$ cat src/rtl/flash_guard_pkg.sv
package flash_guard_pkg;

  localparam int          CB_W     = 8;
  localparam logic [7:0]  CB_RESET = 8'hFF;
  localparam logic [7:0]  RSV_MASK = 8'h03;
  localparam int          L1_LSB   = 6;
  localparam int          RM_LSB   = 4;
  localparam int          L2_LSB   = 2;

  typedef enum logic [1:0] {
    MODE_USER = 2'd0,
    MODE_PAR  = 2'd1,
    MODE_SER  = 2'd2,
    MODE_AUX  = 2'd3
  } mode_e;

  typedef enum logic [1:0] {
    OP_READ  = 2'd0,
    OP_PROG  = 2'd1,
    OP_ERASE = 2'd2,
    OP_BAD   = 2'd3
  } op_e;

  typedef enum logic [1:0] {
    LVL_NONE = 2'd0,
    LVL_ONE  = 2'd1,
    LVL_TWO  = 2'd2,
    LVL_RSV  = 2'd3
  } lvl_e;

endpackage

$ cat src/rtl/fg_level_decode.sv
module fg_level_decode
  import flash_guard_pkg::*;
(
  input  logic [CB_W-1:0] cb_i,
  output lvl_e            lvl_o,
  output logic            prot_o
);

  logic l1_req;
  logic l2_req;
  logic rm_clear;

  always_comb begin
    l1_req   = (cb_i[L1_LSB +: 2] != 2'b11);
    l2_req   = (cb_i[L2_LSB +: 2] != 2'b11);
    rm_clear = (cb_i[RM_LSB +: 2] == 2'b00);
    if (rm_clear)    lvl_o = LVL_NONE;
    else if (l2_req) lvl_o = LVL_TWO;
    else if (l1_req) lvl_o = LVL_ONE;
    else             lvl_o = LVL_NONE;
    prot_o = (lvl_o != LVL_NONE);
  end

endmodule

$ cat src/rtl/fg_ctrl_reg.sv
module fg_ctrl_reg
  import flash_guard_pkg::*;
(
  input  logic            clk,
  input  logic            rst_n,
  input  logic            we_i,
  input  logic [CB_W-1:0] wdata_i,
  input  mode_e           mode_i,
  input  logic            prot_i,
  output logic [CB_W-1:0] ctrl_o,
  output logic            rej_o
);

  logic [CB_W-1:0] ctrl_q, ctrl_d;
  logic            rej_q, rej_d;
  logic            ctrl_en;
  logic            rm_change;
  logic            lock;

  always_comb begin
    rm_change = (wdata_i[RM_LSB +: 2] != ctrl_q[RM_LSB +: 2]);
    lock      = (mode_i == MODE_PAR) && prot_i && rm_change;
    ctrl_en   = we_i && !lock;
    ctrl_d    = wdata_i | RSV_MASK;
    rej_d     = we_i && lock;
  end

  always_ff @(posedge clk or negedge rst_n) begin
    if (!rst_n) begin
      ctrl_q <= CB_RESET;
      rej_q  <= 1'b0;
    end else begin
      if (ctrl_en) ctrl_q <= ctrl_d;
      rej_q <= rej_d;
    end
  end

  assign ctrl_o = ctrl_q;
  assign rej_o  = rej_q;

endmodule

$ cat src/rtl/fg_access_gate.sv
module fg_access_gate
  import flash_guard_pkg::*;
#(
  parameter int ADDR_W = 16,
  parameter int DATA_W = 8
) (
  input  logic              clk,
  input  logic              rst_n,
  input  logic              valid_i,
  input  op_e               op_i,
  input  logic [ADDR_W-1:0] addr_i,
  input  logic [DATA_W-1:0] wdata_i,
  input  logic              tester_i,
  input  mode_e             mode_i,
  input  lvl_e              lvl_i,
  output logic              rd_o,
  output logic              prog_o,
  output logic              erase_o,
  output logic [ADDR_W-1:0] addr_o,
  output logic [DATA_W-1:0] wdata_o,
  output logic              deny_o
);

  logic              refuse;
  logic              pass;
  logic              rd_d, prog_d, erase_d, deny_d;
  logic              addr_en, wdata_en;
  logic              rd_q, prog_q, erase_q, deny_q;
  logic [ADDR_W-1:0] addr_q;
  logic [DATA_W-1:0] wdata_q;

  always_comb begin
    refuse = ((mode_i == MODE_PAR) && (lvl_i != LVL_NONE))
          || ((lvl_i == LVL_TWO) && tester_i && (op_i == OP_READ))
          || (op_i == OP_BAD);
    pass     = valid_i && !refuse;
    rd_d     = pass && (op_i == OP_READ);
    prog_d   = pass && (op_i == OP_PROG);
    erase_d  = pass && (op_i == OP_ERASE);
    deny_d   = valid_i && refuse;
    addr_en  = pass;
    wdata_en = prog_d;
  end

  always_ff @(posedge clk or negedge rst_n) begin
    if (!rst_n) begin
      rd_q    <= 1'b0;
      prog_q  <= 1'b0;
      erase_q <= 1'b0;
      deny_q  <= 1'b0;
      addr_q  <= '0;
      wdata_q <= '0;
    end else begin
      rd_q    <= rd_d;
      prog_q  <= prog_d;
      erase_q <= erase_d;
      deny_q  <= deny_d;
      if (addr_en)  addr_q  <= addr_i;
      if (wdata_en) wdata_q <= wdata_i;
    end
  end

  assign rd_o    = rd_q;
  assign prog_o  = prog_q;
  assign erase_o = erase_q;
  assign deny_o  = deny_q;
  assign addr_o  = addr_q;
  assign wdata_o = wdata_q;

endmodule

$ cat src/rtl/flash_guard.sv
module flash_guard
  import flash_guard_pkg::*;
#(
  parameter int ADDR_W = 16,
  parameter int DATA_W = 8
) (
  input  logic              clk,
  input  logic              rst_n,
  input  logic [1:0]        mode_i,
  input  logic              req_valid_i,
  input  logic [1:0]        req_op_i,
  input  logic [ADDR_W-1:0] req_addr_i,
  input  logic [DATA_W-1:0] req_wdata_i,
  input  logic              req_tester_i,
  input  logic              cfg_we_i,
  input  logic [7:0]        cfg_wdata_i,
  input  logic [DATA_W-1:0] fl_rdata_i,
  output logic              fl_rd_o,
  output logic              fl_prog_o,
  output logic              fl_erase_o,
  output logic [ADDR_W-1:0] fl_addr_o,
  output logic [DATA_W-1:0] fl_wdata_o,
  output logic [DATA_W-1:0] rsp_rdata_o,
  output logic              deny_o,
  output logic              cfg_rej_o,
  output logic [7:0]        ctrl_o,
  output logic [1:0]        level_o
);

  localparam int SYNC_STAGES = 2;

  logic [SYNC_STAGES-1:0] rst_sync_q;
  logic                   srst_n;
  logic [CB_W-1:0]        ctrl_w;
  lvl_e                   lvl_w;
  logic                   prot_w;
  mode_e                  mode_w;

  always_ff @(posedge clk or negedge rst_n) begin
    if (!rst_n) rst_sync_q <= '0;
    else        rst_sync_q <= {rst_sync_q[SYNC_STAGES-2:0], 1'b1};
  end
  assign srst_n = rst_sync_q[SYNC_STAGES-1];

  assign mode_w = mode_e'(mode_i);

  fg_ctrl_reg u_ctrl (
    .clk     (clk),
    .rst_n   (srst_n),
    .we_i    (cfg_we_i),
    .wdata_i (cfg_wdata_i),
    .mode_i  (mode_w),
    .prot_i  (prot_w),
    .ctrl_o  (ctrl_w),
    .rej_o   (cfg_rej_o)
  );

  fg_level_decode u_dec (
    .cb_i   (ctrl_w),
    .lvl_o  (lvl_w),
    .prot_o (prot_w)
  );

  fg_access_gate #(.ADDR_W(ADDR_W), .DATA_W(DATA_W)) u_gate (
    .clk      (clk),
    .rst_n    (srst_n),
    .valid_i  (req_valid_i),
    .op_i     (op_e'(req_op_i)),
    .addr_i   (req_addr_i),
    .wdata_i  (req_wdata_i),
    .tester_i (req_tester_i),
    .mode_i   (mode_w),
    .lvl_i    (lvl_w),
    .rd_o     (fl_rd_o),
    .prog_o   (fl_prog_o),
    .erase_o  (fl_erase_o),
    .addr_o   (fl_addr_o),
    .wdata_o  (fl_wdata_o),
    .deny_o   (deny_o)
  );

  assign rsp_rdata_o = fl_rd_o ? fl_rdata_i : {DATA_W{1'b1}};
  assign ctrl_o      = ctrl_w;
  assign level_o     = lvl_w;

endmodule

$ cat config.mk
export PLATFORM = sky130hd
export DESIGN_NAME = flash_guard
export DESIGN_NICKNAME = d
export VERILOG_FILES = /design/src/rtl/flash_guard_pkg.sv /design/src/rtl/fg_level_decode.sv /design/src/rtl/fg_ctrl_reg.sv /design/src/rtl/fg_access_gate.sv /design/src/rtl/flash_guard.sv
export SDC_FILE = /design/constraint.sdc
export NUM_CORES = 1
export LEC_CHECK = 0
export BUFFER_PORTS_ARGS = -buffer_cell sky130_fd_sc_hd__buf_2
export CAP_MARGIN = 20
export CORE_MARGIN = 1
export CORE_UTILIZATION = 45
export DETAILED_ROUTE_END_ITERATION = 10
export PLACE_DENSITY = 0.95
export REMOVE_ABC_BUFFERS = 1
export SYNTH_ARGS = -nofsm -noshare
export SYNTH_HDL_FRONTEND = slang
export SYNTH_SLANG_ARGS = --single-unit
$ cat constraint.sdc
create_clock -name clk -period 1.65 [get_ports clk]
set_input_delay 0.0825 -clock clk [delete_from_list [all_inputs] [get_ports clk]]
set_output_delay 0.0825 -clock clk [all_outputs]
set_load 0.02 [all_outputs]
==> impl_results.md <==
* Clock root buffer: clkbuf_4
* Post-DP HPWL at 2.51 mm
* Initial DRT Pass Iterations at 4
* Mean Syn Cell Area at 15.0 um^2
* Final Hold Vio Count at 0
* Syn-to-layout area delta at 74.7%
* Post-Syn Area at between 1500 and 2000 um^2
* Endpoints failing setup at 21
* FF-to-FF Start: u_ctrl.ctrl_o[4]$_DFFE_PN1P_
* Total GRT Usage at 0.254
* Status: complete, but fails checks
* Setup_tns at -1.20 ns
* CTS H-tree depth at 2
* WHS at around 0.028 ns
* Height of the die at between 60 and 70 um
* HP Class: input pin to register
* Crit path launch: u_ctrl.ctrl_o[4]$_DFFE_PN1P_
* Synth top area cells: dfrtp_1, mux2_2, dfstp_2
* Clk network pwr share at 0.225
* Pwr/cell area at between 1000 and 1500 nW/um^2
* Pre-CTS worst setup slack at -0.0888 ns
* Worst-Skew Late Latency at 0.35 ns
* DR WL met3 at 303 um
* Initial drt markers at 33
* Seq/Total Area, Yosys at 0.611
* FILL cells at 152
* Gpl congestion at 0.824
* Leakage at 1.33 nW
* # IOs at 96
* Sw power at 0.884 mW
* Vias at 1,417
* Ant diodes at 0
* Max-cap viol count at 0
* Switching Share at 0.320
* Vias in the first global route at between 1,000 and 1,500
* Die area at 3630 um^2
* Finished Layout Cells at 293
* Die X at about 60 um
* Cell taking the most area after synthesis: dfrtp_1
* TritonCTS clock tree: built
* CP Max Fanout at 8
* Multi-input gate area at 647 um^2
* First-pass GRT wire length at about 6.4 mm
* CP Data Arrival Time at 2.00 ns
* DRC viols at 0
* VDD IR max at 0.000831 V
* Routed WL at 4.90 mm
* Drt wl/cell at 16.7 um
* Fin crit share at 1.06
* Post-DRT Antenna Nets at 0
* CP Launch Type: register
* Area share of the largest cell type after synthesis at 0.508
* Vias/cell at 4.84
* Post-Route Utilization at 0.853
* Fin area at around 2700 um^2
* Syn. warnings at 0
* Hold wc startpoint: req_valid_i
* Worst-case clock buffer depth at 2
* Core area at 3130 um^2
* Synth Instances at between 100 and 150
* Top Layer Used: met4
* Final Critical Period at 1.75 ns
* Max Clock Skew at roughly 0.015 ns
* Comb pwr share at 0.351
* Int Power at between 1.5 and 2 mW
* FF+latch count, synth at 37
* Largest net degree at the start of global routing at 36
* Placed cell count at 247
* Yosys cell types at 25
* Placed Area at 2100 um^2
* Num CTS Buffers at 5
* Initial antenna violation count at 0
* M1 WL at about 1.7 mm
* Total power at 2.77 mW
* Post-route setup slack at -0.104 ns
* Worst-path clk slew at roughly 0.12 ns
* Port bufs at 91
* Clock sink count at 37
* Fmax at 570 MHz
* Final net count at approximately 300
* Slew Limit Fails at 0
* Grt ovf at 0
* Register area at about 930 um^2
* DR WL met2 at 2.75 mm
* Layout cell share with drive strength beyond 1 at 0.639
* Violated checks: negative setup slack
* Worst setup path class: register to register
* Seq pwr share at 0.424
* Worst Setup End Kind: register
* RSZ-0062 raised after global routing: yes
* WP data required at 1.90 ns
* Initial Util at 0.488
* Rows at 20
## layout by cell type (no fill, tap or decap), drive strengths merged, types with 2 or more instances in the layout
master	n
clkbuf	7
dfrtp	31
dlygate4sd3	34
buf	106
nor3b	3
dfstp	6
nand2	2
xnor2	2
inv	2
nand2b	8
conb	3
mux2	30
## final cells by class
type | count | area share
clock inverters | 2 | 0.0145
multi-input cells | 61 | 0.242
inverters | 2 | 0.00281
clock buffers | 6 | 0.0155
repair buffers | 141 | 0.354
flip-flops and latches | 37 | 0.350
well taps | 44 | 0.0206
## cell families (layout without fill, tap and decap cells)
kind of cell / after synthesis / count (layout) / synth area share
flip-flops: 37 / 37 / 0.611
multiplexers: 30 / 30 / 0.221
AND/OR/NAND/NOR: 21 / 21 / 0.0925
buffers and inverters: 6 / 151 / 0.0352
AO/OA/AOI/OAI: 5 / 5 / 0.0262
XOR/XNOR: 2 / 2 / 0.0115
other: 1 / 3 / 0.00245
## layer usage
layer / up-vias / track usage
met3: 8 / 0.0671
met4: 0 / 0.110
met2: 77 / 0.493
met5: - / 0
li1: 643 / -
met1: 689 / 0.246
## power by group through the flow
stage / Sequential, mW / Clock [mW] / Combinational (mW)
final: 1.17 / 0.623 / 0.970
after global routing: 1.19 / 0.691 / 1.02
after CTS: 1.16 / 0.634 / 0.868
after detailed placement: 1.18 / 0 / 0.789
after global placement: 1.17 / 0 / 0.768
after floorplan: 1.39 / 0 / 0.236
## cell usage after synthesis
master,n
dfrtp_1,31
mux2_2,30
nand2b_1,8
dfstp_2,6
nor3b_1,3
buf_4,2
inv_1,2
nand2_1,2
xnor2_1,2
a211oi_1,1
a21boi_0,1
a21oi_1,1
a32oi_1,1
a41o_2,1
and3_1,1
and3b_2,1
buf_12,1
buf_6,1
conb_1,1
nand3_1,1
nand4_1,1
nand4b_2,1
nor2_1,1
nor2b_1,1
or2_4,1
## sequential cells by signal (all words and copies together), names as in the netlist
name,count
u_gate.addr_o,16
u_gate.rd_o,1
u_gate.wdata_o,8
u_gate.erase_o,1
u_ctrl.rej_o,1
u_gate.prog_o,1
u_gate.deny_o,1
u_ctrl.ctrl_o,6
rst_sync_q,2
## worst max-delay path, stage by stage (launching register included)
cell       delay (ns)
dfstp_2          0.39
or2_4            0.27
a32oi_2          0.24
and3_4           0.26
clkbuf_16        0.17
mux2_2           0.33
## path summary, 6_finish.rpt
kind	endpoint	slack [ns]	depth (start not counted)
max reg2reg	u_gate.addr_o[3]$_DFFE_PN0P_	-0.10	5
min reg2reg	u_gate.addr_o[11]$_DFFE_PN0P_	0.26	1
min in group asynchronous	rst_sync_q[0]$_DFF_PN0_	0.06	2
min	u_gate.deny_o$_DFF_PN0_	0.03	2
max	u_gate.addr_o[3]$_DFFE_PN0P_	-0.10	5
max in group asynchronous	u_ctrl.ctrl_o[5]$_DFFE_PN1P_	1.05	1
## what timing repair did
| item | 4_1_cts | 5_1_grt |
|---|---|---|
| setup buffers | 1 | 2 |
| gates resized for setup | 5 | 16 |
| pin swaps | 1 | 3 |
| endpoints found under the hold margin | 32 | 2 |
| setup endpoints to repair | 24 | 33 |
| hold buffers | 32 | 2 |
| gates cloned | 0 | 1 |
Power figures use the tool's default switching activity.
